## src/rtl/pd_pkg.sv

```systemverilog
package pd_pkg;
   localparam logic [1:0] PS_OFF = 2'd0;
   localparam logic [1:0] PS_ON  = 2'd3;

   localparam int CTL_LP_BIT   = 4;
   localparam int ST_LOGIC_BIT = 2;
   localparam int ST_BUSY_BIT  = 4;
   localparam int BANK_LSB     = 8;
   localparam int ST_LAST_LSB  = 24;

   localparam int CTRL_ADDR = 0;
   localparam int STAT_ADDR = 1;

   typedef enum logic [1:0] {
      SQ_IDLE = 2'd0,
      SQ_REQ  = 2'd1,
      SQ_REL  = 2'd2
   } seq_state_e;

   function automatic logic code_ok(input logic [1:0] c);
      return (c == PS_OFF) || (c == PS_ON);
   endfunction
endpackage

```

## src/rtl/pd_ctl_reg.sv

```systemverilog
module pd_ctl_reg
   import pd_pkg::*;
(
   input  logic       clk,
   input  logic       rst_n,
   input  logic       wr_en,
   input  logic [1:0] wr_tgt,
   input  logic       wr_lp,
   input  logic       busy,
   input  logic       done,
   output logic [1:0] tgt,
   output logic       lp
);
   logic       pend_v;
   logic [1:0] pend_tgt;
   logic       pend_lp;

   always_ff @(posedge clk) begin
      if (!rst_n) begin
         tgt      <= PS_ON;
         lp       <= 1'b0;
         pend_v   <= 1'b0;
         pend_tgt <= PS_ON;
         pend_lp  <= 1'b0;
      end else if (done) begin
         pend_v <= 1'b0;
         lp     <= 1'b0;
         if (wr_en) begin
            if (code_ok(wr_tgt)) tgt <= wr_tgt;
            lp <= wr_lp;
         end else if (pend_v) begin
            tgt <= pend_tgt;
            lp  <= pend_lp;
         end
      end else if (wr_en && busy) begin
         pend_v   <= 1'b1;
         pend_lp  <= wr_lp;
         pend_tgt <= code_ok(wr_tgt) ? wr_tgt : (pend_v ? pend_tgt : tgt);
      end else if (wr_en) begin
         if (code_ok(wr_tgt)) tgt <= wr_tgt;
         lp <= wr_lp;
      end else if (tgt == PS_ON) begin
         lp <= 1'b0;
      end
   end

   p_tgt_legal_r2: assert property (@(posedge clk) disable iff (!rst_n)
      (tgt == PS_OFF) || (tgt == PS_ON));

   p_lp_autoclear_r7: assert property (@(posedge clk) disable iff (!rst_n)
      (lp && tgt == PS_ON && !wr_en && !done) |=> !lp);

   p_defer_write_r8: assert property (@(posedge clk) disable iff (!rst_n)
      (busy && !done) |=> $stable(tgt));
endmodule

```

## src/rtl/pd_seq.sv

```systemverilog
module pd_seq
   import pd_pkg::*;
(
   input  logic       clk,
   input  logic       rst_n,
   input  logic       sleep_req,
   input  logic       sw_ack,
   input  logic [1:0] tgt,
   input  logic       lp,
   input  logic [1:0] cur,
   output logic       sw_req,
   output logic       sw_on,
   output logic       busy,
   output logic       done,
   output logic       commit,
   output logic [1:0] dest
);
   seq_state_e state;
   logic       slept;

   always_ff @(posedge clk) begin
      if (!rst_n) begin
         state <= SQ_IDLE;
         slept <= 1'b0;
         dest  <= PS_ON;
      end else begin
         case (state)
            SQ_IDLE: begin
               if (sleep_req) begin
                  slept <= 1'b1;
                  if (!slept && tgt != cur) begin
                     dest  <= tgt;
                     state <= SQ_REQ;
                  end else if (slept && lp && tgt == PS_OFF && cur != PS_OFF) begin
                     dest  <= PS_OFF;
                     state <= SQ_REQ;
                  end
               end else begin
                  slept <= 1'b0;
                  if (cur == PS_OFF) begin
                     dest  <= PS_ON;
                     state <= SQ_REQ;
                  end
               end
            end
            SQ_REQ:  if (sw_ack)  state <= SQ_REL;
            SQ_REL:  if (!sw_ack) state <= SQ_IDLE;
            default: state <= SQ_IDLE;
         endcase
      end
   end

   assign sw_req = (state == SQ_REQ);
   assign sw_on  = (state == SQ_REQ) && (dest == PS_ON);
   assign busy   = (state != SQ_IDLE);
   assign commit = (state == SQ_REQ) && sw_ack;
   assign done   = (state == SQ_REL) && !sw_ack;

   p_req_hold_r3: assert property (@(posedge clk) disable iff (!rst_n)
      (sw_req && !sw_ack) |=> sw_req);

   p_no_wake_asleep_r5: assert property (@(posedge clk) disable iff (!rst_n)
      (!busy && sleep_req && slept && !lp && sleep_req) |=> !sw_req);
endmodule

```

## src/rtl/pd_status.sv

```systemverilog
module pd_status
   import pd_pkg::*;
#(
   parameter int NUM_BANKS = 4
)(
   input  logic                   clk,
   input  logic                   rst_n,
   input  logic                   commit,
   input  logic [1:0]             dest,
   input  logic                   last_wr3,
   output logic [1:0]             cur,
   output logic [2*NUM_BANKS-1:0] bank_st,
   output logic [1:0]             last
);
   always_ff @(posedge clk) begin
      if (!rst_n) begin
         cur  <= PS_ON;
         last <= PS_OFF;
      end else begin
         if (commit) cur <= dest;
         if (commit && dest == PS_OFF) last <= PS_OFF;
         else if (last_wr3)            last <= PS_ON;
      end
   end

   for (genvar b = 0; b < NUM_BANKS; b++) begin : g_bank
      logic [1:0] bank_q;
      always_ff @(posedge clk) begin
         if (!rst_n)      bank_q <= PS_ON;
         else if (commit) bank_q <= dest;
      end
      assign bank_st[2*b +: 2] = bank_q;
   end

   p_last_sw_only_r9: assert property (@(posedge clk) disable iff (!rst_n)
      (last == PS_ON && $past(last) != PS_ON) |-> $past(last_wr3));
endmodule

```

## src/rtl/pd_domain_ctl.sv

```systemverilog
module pd_domain_ctl
   import pd_pkg::*;
#(
   parameter int DATA_W    = 32,
   parameter int ADDR_W    = 2,
   parameter int NUM_BANKS = 4
)(
   input  logic              clk,
   input  logic              cold_rst_n,
   input  logic              warm_rst_n,
   input  logic              reg_we,
   input  logic [ADDR_W-1:0] reg_addr,
   input  logic [DATA_W-1:0] reg_wdata,
   output logic [DATA_W-1:0] reg_rdata,
   input  logic              sleep_req,
   input  logic              sw_ack,
   output logic              sw_req,
   output logic              sw_on
);
   localparam int BANK_BITS = 2 * NUM_BANKS;

   if (DATA_W < ST_LAST_LSB + 2) begin : g_bad_width
      $error("DATA_W too small for the status layout");
   end
   if (NUM_BANKS < 1 || BANK_LSB + BANK_BITS > ST_LAST_LSB) begin : g_bad_banks
      $error("NUM_BANKS must be 1 to 8");
   end
   if (ADDR_W < 1) begin : g_bad_addr
      $error("ADDR_W must be at least 1");
   end

   logic                 ctl_rst_n;
   logic                 ctl_wr, last_wr3;
   logic [1:0]           tgt, cur, last, dest;
   logic                 lp, busy, done, commit;
   logic [BANK_BITS-1:0] bank_st;
   logic                 unused_wdata;

   assign ctl_rst_n    = cold_rst_n & warm_rst_n;
   assign ctl_wr       = reg_we && (reg_addr == ADDR_W'(CTRL_ADDR));
   assign last_wr3     = reg_we && (reg_addr == ADDR_W'(STAT_ADDR)) &&
                         (reg_wdata[ST_LAST_LSB +: 2] == PS_ON);
   assign unused_wdata = ^reg_wdata;

   pd_ctl_reg i_ctl (
      .clk    (clk),
      .rst_n  (ctl_rst_n),
      .wr_en  (ctl_wr),
      .wr_tgt (reg_wdata[1:0]),
      .wr_lp  (reg_wdata[CTL_LP_BIT]),
      .busy   (busy),
      .done   (done),
      .tgt    (tgt),
      .lp     (lp)
   );

   pd_seq i_seq (
      .clk       (clk),
      .rst_n     (cold_rst_n),
      .sleep_req (sleep_req),
      .sw_ack    (sw_ack),
      .tgt       (tgt),
      .lp        (lp),
      .cur       (cur),
      .sw_req    (sw_req),
      .sw_on     (sw_on),
      .busy      (busy),
      .done      (done),
      .commit    (commit),
      .dest      (dest)
   );

   pd_status #(.NUM_BANKS(NUM_BANKS)) i_stat (
      .clk      (clk),
      .rst_n    (cold_rst_n),
      .commit   (commit),
      .dest     (dest),
      .last_wr3 (last_wr3),
      .cur      (cur),
      .bank_st  (bank_st),
      .last     (last)
   );

   always_comb begin
      reg_rdata = '0;
      if (reg_addr == ADDR_W'(CTRL_ADDR)) begin
         reg_rdata[1:0]        = tgt;
         reg_rdata[CTL_LP_BIT] = lp;
         for (int b = 0; b < NUM_BANKS; b++) reg_rdata[BANK_LSB + 2*b +: 2] = PS_ON;
      end else if (reg_addr == ADDR_W'(STAT_ADDR)) begin
         reg_rdata[1:0]                  = cur;
         reg_rdata[ST_LOGIC_BIT]         = 1'b1;
         reg_rdata[ST_BUSY_BIT]          = busy;
         reg_rdata[BANK_LSB +: BANK_BITS] = bank_st;
         reg_rdata[ST_LAST_LSB +: 2]     = last;
      end
   end

   p_idle_no_req_r3: assert property (@(posedge clk) disable iff (!cold_rst_n)
      !busy |-> !sw_req);

   p_bank_match_r4: assert property (@(posedge clk) disable iff (!cold_rst_n)
      !busy |-> (bank_st == {NUM_BANKS{cur}}));
endmodule

```

## config.mk

```make
export PLATFORM = sky130hd
export DESIGN_NAME = pd_domain_ctl
export DESIGN_NICKNAME = d
export VERILOG_FILES = /design/src/rtl/pd_pkg.sv /design/src/rtl/pd_ctl_reg.sv /design/src/rtl/pd_seq.sv /design/src/rtl/pd_status.sv /design/src/rtl/pd_domain_ctl.sv
export SDC_FILE = /design/constraint.sdc
export NUM_CORES = 1
export LEC_CHECK = 0
export BUFFER_PORTS_ARGS = -buffer_cell sky130_fd_sc_hd__clkbuf_2
export CAP_MARGIN = 30
export CORE_MARGIN = 1
export CORE_UTILIZATION = 46
export CTS_CLUSTER_DIAMETER = 120
export DETAILED_ROUTE_END_ITERATION = 6
export HOLD_SLACK_MARGIN = 0.08
export PLACE_DENSITY = 0.85
export SYNTH_ARGS = -nofsm -noshare
export SYNTH_HDL_FRONTEND = slang
export SYNTH_HIERARCHICAL = 1
export SYNTH_SLANG_ARGS = --single-unit
```

## constraint.sdc

```tcl
create_clock -name clk -period 4.2 [get_ports clk]
set_clock_uncertainty 0.2 [all_clocks]
set_input_delay 0.21 -clock clk [delete_from_list [all_inputs] [get_ports clk]]
set_output_delay 0.21 -clock clk [all_outputs]
set_load 0.01 [all_outputs]
```

### Word-level counts from Yosys, hierarchy flattened

Index checks and enable logic that the tools add are counted.
Widths: inputs -> output; s select.

* flip-flop bits (word level): 15
* input bits: 40
* output and inout bits: 34

* eq/ne operators: 14
* muxes and demuxes: 34
* bitwise logic cells: 4
* reductions and logical operators: 33

Operator list (number)
* $mux 2: 20
* $mux 8: 2
* $logic_and 1x1->1: 12
* $logic_not 2->1: 6
* $eq 2x2->1 const B: 5
* $mux 1: 10
* $reduce_bool 2->1: 4
* $ne 2x2->1 const B: 3
* $pmux 2 s3: 1
* $reduce_and 2->1: 3
* $eq 2x1->1 const B: 2
* $ne 4x2->1 const B: 1
* $reduce_and 4->1: 1
* $reduce_or 2->1: 2
* $mux 3: 1
* $ne 3x1->1 const B: 1
* $ne 3x2->1 const B: 1
* $not 1->1: 3
* $reduce_and 3->1: 1
* $reduce_bool 3->1: 1
* $logic_not 1->1: 2
* $ne 2x2->1: 1
* $and 1x1->1: 1
* $logic_or 1x1->1: 1

### Logic depth before layout (Yosys ltp)

Gate-level depths: netlist of run 1.

* depth after elaboration: 7
* depth in mapped cells: 6
* mapped depth without buffers: 6

### Cells and area by module

Netlist of run 1, hierarchy kept.

By module, submodules not included
* pd_seq: instances 1, cells an instance 47, area each 362.8 um^2, sequential area each 100.1 um^2
* pd_ctl_reg: instances 1, cells an instance 39, area each 351.6 um^2, sequential area each 140.1 um^2
* pd_domain_ctl: instances 1, cells an instance 49, area each 317.8 um^2, sequential area each 0.0 um^2
* pd_status: instances 1, cells an instance 19, area each 176.4 um^2, sequential area each 60.1 um^2

### Worst setup path after synthesis of run 1

Ideal clock, no wire load.

* path kind: input to register
* start: in reg_addr[0]
* end: reg i_ctl.lp
* data arrival time: 1.423 ns
* required time: 3.878 ns
* slack: 2.456 ns
* cell stages on the path: 5
* path through: buf_6 > nor3b_1 > inv_2 > and3_1 > o311a_1

* longest elaborated chain between the ends: 5
* elaborated cells between the ends (all ways): 10

Ends and longest elaborated chain
* from (decl): RTL line pd_domain_ctl.sv:12 `input logic [ADDR_W-1:0] reg_addr,`
* $logic_not 2->1 (*): RTL line pd_domain_ctl.sv:40 `assign ctl_wr = reg_we && (reg_addr == ADDR_W'(CTRL_ADDR));`
* $logic_and 1x1->1 (*): RTL line pd_domain_ctl.sv:40
* named net ctl_wr: RTL line pd_domain_ctl.sv:33 `logic ctl_wr, last_wr3;`
* $mux 1 or $logic_and 1x1->1 (tied branches): RTL line pd_ctl_reg.sv:39, pd_ctl_reg.sv:35
* $mux 1 or $ne 2x2->1 (tied branches)
* $mux 1 or $reduce_and 2->1 (tied branches)
* to (signal assigned): RTL line pd_ctl_reg.sv:30 `lp <= wr_lp;`
* to (signal assigned): RTL line pd_ctl_reg.sv:33 `lp <= pend_lp;`
* to (signal assigned): RTL line pd_ctl_reg.sv:41 `lp <= wr_lp;`
* to (decl): RTL line pd_ctl_reg.sv:12 `output logic lp`

Mark *: on every way through the listed nets, which the timed path passes. The rest lies on a longest branch. The select of a mux whose other input is x is not followed.
A chain may end at the register's enable or synchronous reset.

### Final worst setup path of run 1

Ends and elaborated chain as after synthesis.

==> results_dict.tcl, run 1 <==
set metrics [dict create \
    outcome "finished, final reports clean" \
    synth_compound_area_share_pct 17.2 \
    finalSetupViolations 0 \
    final_cell_mix "clkbuf_2 (28), conb_1 (18), dfxtp_1 (15)" \
    first_iter_violations 16 \
    routabilityCongestion 0.772 \
    avgSynthCellArea_um2 7.85 \
    setup_slack_ns 2.37 \
    synth_cell_type_count 38 \
    muxShareOfSynthArea_pct 7.45 \
    grt_usage_pct 17.6 \
    grtUsageMet3_pct 3.74 \
    dr.pass1.iters 4 \
    critPathArrivalTime_ns 1.81 \
    numCtsBuffers 3 \
    core_area_um2 2480 \
    yosysSeqAreaShare_pct 24.8 \
    use_met2_pct 28.7 \
    synth_top_family_by_area "simple AND/OR/NAND/NOR gates" \
    wire_per_inst_um 11.1 \
    required_ns 4.18 \
    ir_drop_uv 168 \
    drive_above_1_share_pct 22.3 \
    final_common_cell "clkbuf_2" \
    crit_fanout 13 \
    grt_pass1_wl_mm 3.50 \
    dpl_cell_area_um2 1230 \
    cts_tree "done" \
    initial_core_util_pct 48.8 \
    maxCapViolCount 0 \
    worstSetupPathType "in -> reg" \
    p_leak_nw 0.693 \
    hold_path_depth 3 \
    worst_r2r_endpoint "i_ctl/lp$_SDFFE_PN0P_" \
    hp-class "in -> reg" \
    tightest_slew_ns 0.822 \
    num_vias 1029 \
    ys.warnings.count 6 \
    dieArea_um2 2840 \
    fin_tns_setup_ns 0 \
    ant_nets 0 \
    power_density_nw_per_um2 224 \
    max-slew-margin-rel_pct 45.1 \
    grt_busiest_layer "met2" \
    synth_xor_area_share_pct 0.725 \
    preCtsSetupSlack_ns 2.07 \
    layout_worst_path_cycle_share_pct 43.6 \
    synth-edff-count 0 \
    cts_sinks 15 \
    cts_hold_buffers 5 \
    yosys.area_share.adder_pct 0.828 \
    post_cts_buffers 0 \
    cts_resized 0 \
    rsz0062_at_grt "no" \
    area_growth_pct 8.18 \
    synth-simple-area-share_pct 26.5 \
    first_global_vias 836 \
    root_buffer "clkbuf_4" \
    worst_r2r_startpoint "i_seq/state[0]$_SDFFE_PN0P_" \
    hpwl_mm 1.65 \
    drt-total-wl_mm 2.31 \
    ys.flop_type "dfxtp_1" \
    grt_start_max_net_pins 14 \
    syn_inst 154 \
    io_pins 74 \
    fp-row-count 18 \
    fmax_mhz 546 \
    cp-start-kind "primary input" \
    final-hold-violation-count 0 \
    fill_cells 259 \
    syn-cell-area_um2 1210 \
    rr_worst_depth 6 \
    final_nets 220 \
    drv_slew 0 \
    grt_util_met1_pct 21.2 \
    port_buffers 28 \
    hp-start "warm_rst_n" \
    die_h_um 53.3 \
    routed_via_density 4.92 \
    grt-ovfl-total 0 \
    n_antenna_cell 0 \
    fin_crit_ns 1.83 \
    async_flop_share_pct 0 \
    end_kind "register" \
    antenna_found_initial 0 \
    die_w_um 53.3 \
    insertion_delay_ns 0.29 \
    path_clk_slew_ns 0.09 \
    final_cell_area_um2 1310 \
    whs_endpoint "i_ctl/tgt[0]$_SDFFE_PN1P_" \
    r2r_setup_slack_ns 2.52 \
    cts_max_path_buffers 2 \
    drc_errors 0 \
    ys_ff_latch 15 \
    h-tree-depth 1 \
]
## critical path: stages
cell and delay, ns:
clkbuf_2 0.21, nor3b_1 0.73, nor2b_1 0.20, a32oi_1 0.25
o21ai_1 0.09, o311a_1 0.12
## cells by family after synthesis
logic type / Yosys count
AOI/OAI and AO/OA: 31
xor gates and xnor gates: 1
and+or+nand+nor: 54
other: 1
buffers and inverters: 42
muxes: 9
DFF: 15
adders and majority gates: 1
## cell usage after synthesis, drive strengths merged (2+ instances only)
cell type,count,area [µm²]
buf,29,219
dfxtp,15,300
a21oi,13,65.1
inv,13,48.8
nand2,12,45.0
nor2,11,41.3
mux2i,9,90.1
nand2b,6,37.5
nor3b,5,42.5
o21ai,5,25.0
and2,4,27.5
and3,3,18.8
nand3b,3,22.5
nor2b,3,26.3
nor4,3,18.8
o311a,3,30.0
a22oi,2,15.0
and4,2,20.0
nor3,2,20.0
## final cells by class
type	count	area [µm²]	area share, %
multi-input combinational	114	704	53.9
sequential	15	300	23.0
timing repair buffer	33	190	14.5
inverter	13	48.8	3.73
tap	30	37.5	2.87
clock buffer	4	26.3	2.01
## flip-flops by register name, indices dropped and copies added (netlist names)
| signal | flops |
|---|---|
| i_ctl/pend_tgt | 2 |
| i_ctl/tgt | 2 |
| i_seq/dest | 2 |
| i_seq/state | 2 |
| i_stat/g_bank.bank_q | 2 |
| i_ctl/lp | 1 |
| i_ctl/pend_lp | 1 |
| i_ctl/pend_v | 1 |
| i_seq/slept | 1 |
| i_stat/last | 1 |
## worst max path at each step
stage,startpoint,endpoint,slack (ns),depth (start not counted)
finish,reg_addr[0],i_ctl/lp$_SDFFE_PN0P_,2.37,6
global route,reg_addr[0],i_ctl/lp$_SDFFE_PN0P_,2.21,6
CTS,reg_addr[0],i_ctl/tgt[0]$_SDFFE_PN1P_,2.39,6
detailed placement,reg_addr[0],i_ctl/tgt[0]$_SDFFE_PN1P_,2.07,6
global placement,reg_addr[0],i_ctl/lp$_SDFFE_PN0P_,2.12,6
floorplan,reg_addr[0],i_ctl/lp$_SDFFE_PN0P_,2.46,5
## stage by stage
step                      hold WS [ns]  total power, mW  std cells  utilization [%]
final                            0.104            0.292        209             52.8
after floorplan                 0.0719            0.200        171                -
after detailed placement         0.271            0.207        200             49.7
after global routing             0.109            0.310        209             52.8
after global placement           0.266            0.206        200             49.7
after CTS                        0.111            0.294        209             52.8
## power by group
| group | total [mW] | switching, mW | internal, mW | leakage (nW) |
|---|---|---|---|---|
| sequential | 0.148 | 0.00284 | 0.145 | 0.122 |
| combinational | 0.0601 | 0.0360 | 0.0241 | 0.556 |
| clock | 0.0845 | 0.0476 | 0.0369 | 0.0150 |
| total | 0.292 | 0.0864 | 0.206 | 0.693 |
## per-layer routing
layer	wire (µm)	part of all wire (%)	vias to the layer above
li1	-	-	535
met1	1120	49	459
met2	1030	44	31
met3	117	5.1	4
met4	43	1.9	0
met5	0	0	-
Power figures use the tool's default switching activity.
==> run 2, diff against run 1 <==
Settings changed: CORE_UTILIZATION 46 to 43, PLACE_DENSITY 0.85 to 0.8.
Clock period 4.2 ns to 1.7 ns, I/O delays scaled along.
==> results_dict.tcl, run 2 (synthesized netlist as in run 1, its figures left out) <==
set metrics [dict create \
    r2r_setup_slack_ns 0.14 \
    finalSetupViolations 0 \
    first_iter_violations 16 \
    end_kind "register" \
    cp-start-kind "primary input" \
    seqPwrFrac_pct 49.1 \
    die_w_um 55.0 \
    cp_common_cell "dlygate4sd3_1" \
    drv_slew 0 \
    h-tree-depth 1 \
    cts_tree "done" \
    switchingPower_mw 0.223 \
    drt-total-wl_mm 2.52 \
    grt_start_max_net_pins 13 \
    core_area_um2 2570 \
    final_nets 231 \
    grt_pass1_wl_mm 3.83 \
    numCtsBuffers 3 \
    crit_fanout 1 \
    hold_path_depth 5 \
    p_leak_nw 0.745 \
    routabilityCongestion 0.776 \
    critPathTopFamily "buffers and inverters" \
    worst_r2r_startpoint "i_ctl/tgt[0]$_SDFFE_PN1P_" \
    port_buffers 28 \
    hp-start "reg_addr[0]" \
    final-hold-violation-count 0 \
    power_density_nw_per_um2 523 \
    whs_endpoint "i_ctl/pend_v$_SDFFE_PP0P_" \
    worst_r2r_endpoint "i_seq/dest[0]$_SDFFE_PN1P_" \
    cts_sinks 15 \
    drc_errors 0 \
    first_global_vias 897 \
    hp-class "in -> reg" \
    die_h_um 55.0 \
    fp-row-count 18 \
    cts_max_path_buffers 2 \
    grt_usage_pct 17.9 \
    fin_crit_ns 1.64 \
    n_antenna_cell 0 \
    final_common_cell "clkbuf_2" \
    drive_above_1_share_pct 27.4 \
    worstPathCellList "dlygate4sd3_1 > clkbuf_2 > and4_1 > dlygate4sd3_1 > o21ai_2 > nor2_1" \
    layout_worst_path_cycle_share_pct 96.5 \
    hpwl_mm 1.83 \
    routed_via_density 4.95 \
    final_cell_mix "clkbuf_2 (28), conb_1 (18), dfxtp_1 (14)" \
    crit_slowest_cell "dlygate4sd3_1" \
    p_int_mw 0.521 \
    post_cts_buffers 0 \
    fmax_mhz 610 \
    root_buffer "clkbuf_4" \
    area_growth_pct 17.6 \
    rr_worst_depth 4 \
    maxCapViolCount 0 \
    io_pins 74 \
    num_vias 1090 \
    power_mw 0.744 \
    p_comb_share_pct 22.3 \
    worstSetupPathType "in -> reg" \
    pwr-share-clk_pct 28.6 \
    setup_slack_ns 0.0595 \
    power_switching_share_pct 30.0 \
    insertion_delay_ns 0.29 \
    path_buf_inv 3 \
    final_util_pct 55.4 \
    critPathArrivalTime_ns 1.63 \
    grt-ovfl-total 0 \
    dr.pass1.iters 4 \
    ant_nets 0 \
    antenna_found_initial 0 \
    initial_core_util_pct 47.1 \
    path_clk_slew_ns 0.09 \
    cpPeakStageDelay_ns 0.58 \
    preCtsSetupSlack_ns 0.124 \
    ir_drop_uv 435 \
    wire_per_inst_um 11.5 \
    dieArea_um2 3030 \
    required_ns 1.69 \
    outcome "finished, final reports clean" \
]
==> run 2: worst max-delay path by stage <==
stage / startpoint / endpoint / slack [ns] / depth (start not counted)
finish: reg_wdata[25] / i_stat/last[0]$_SDFFE_PP0P_ / 0.06 / 6
global route: i_seq/state[0]$_SDFFE_PN0P_ / reg_rdata[4] / -0.002 / 5
CTS: i_seq/state[0]$_SDFFE_PN0P_ / reg_rdata[4] / 0.06 / 5
detailed placement: i_seq/state[0]$_SDFFE_PN0P_ / i_ctl/lp$_SDFFE_PN0P_ / 0.12 / 6
global placement: i_seq/state[0]$_SDFFE_PN0P_ / i_ctl/lp$_SDFFE_PN0P_ / 0.16 / 6
floorplan: reg_addr[0] / i_ctl/lp$_SDFFE_PN0P_ / 0.08 / 5
==> run 2: worst register-to-register path: stages, from the launching register on <==
cell	delay, ns
dfxtp_2	0.38
nand2b_1	0.18
a21oi_1	0.39
o311a_1	0.26
nor3_2	0.05
==> run 2: area by class of cell <==
class / instances / area [µm²]
Inverter: 13 / 48.8
Clock buffer: 4 / 26.3
Tap cell: 30 / 37.5
Timing Repair Buffer: 44 / 285
Multi-Input combinational cell: 114 / 722
Sequential cell: 15 / 302
Fill cell: 241 / 1150
==> run 2: power groups by stage <==
stage	logic, mW	registers, mW	clock network, mW
3_5_place_dp	0.146	0.373	0
2_1_floorplan	0.124	0.371	0
4_1_cts	0.162	0.365	0.225
3_3_place_gp	0.143	0.372	0
6_report	0.166	0.365	0.212
5_1_grt	0.188	0.367	0.240
==> run 2: repair_timing <==
| action | in CTS | in global routing |
|---|---|---|
| setup endpoints to repair | 0 | 5 |
| resized for setup | 0 | 7 |
| endpoints found under the hold margin | 15 | 0 |
| hold buffers | 10 | 0 |
==> run 2: routing by layer <==
metal / global-route usage, % / wire [µm] / up-vias / share of wire [%]
met5: 0 / 0 / - / 0
met4: 9.17 / 13 / 0 / 0.52
met3: 2.46 / 129 / 2 / 5.1
met2: 28.7 / 1190 / 43 / 47
met1: 23.1 / 1190 / 484 / 47
li1: - / - / 561 / -
==> run 2: metrics by stage <==
stage          TNS (ns)  instance area, µm²  std cells  hold WS, ns
2_1_floorplan         0                1270        171      -0.0531
4_1_cts               0                1400        220       0.0808
3_5_place_dp          0                1280        206        0.153
3_3_place_gp          0                1280        206        0.148
6_report              0                1420        220        0.103
5_1_grt        -0.00243                1420        220        0.177
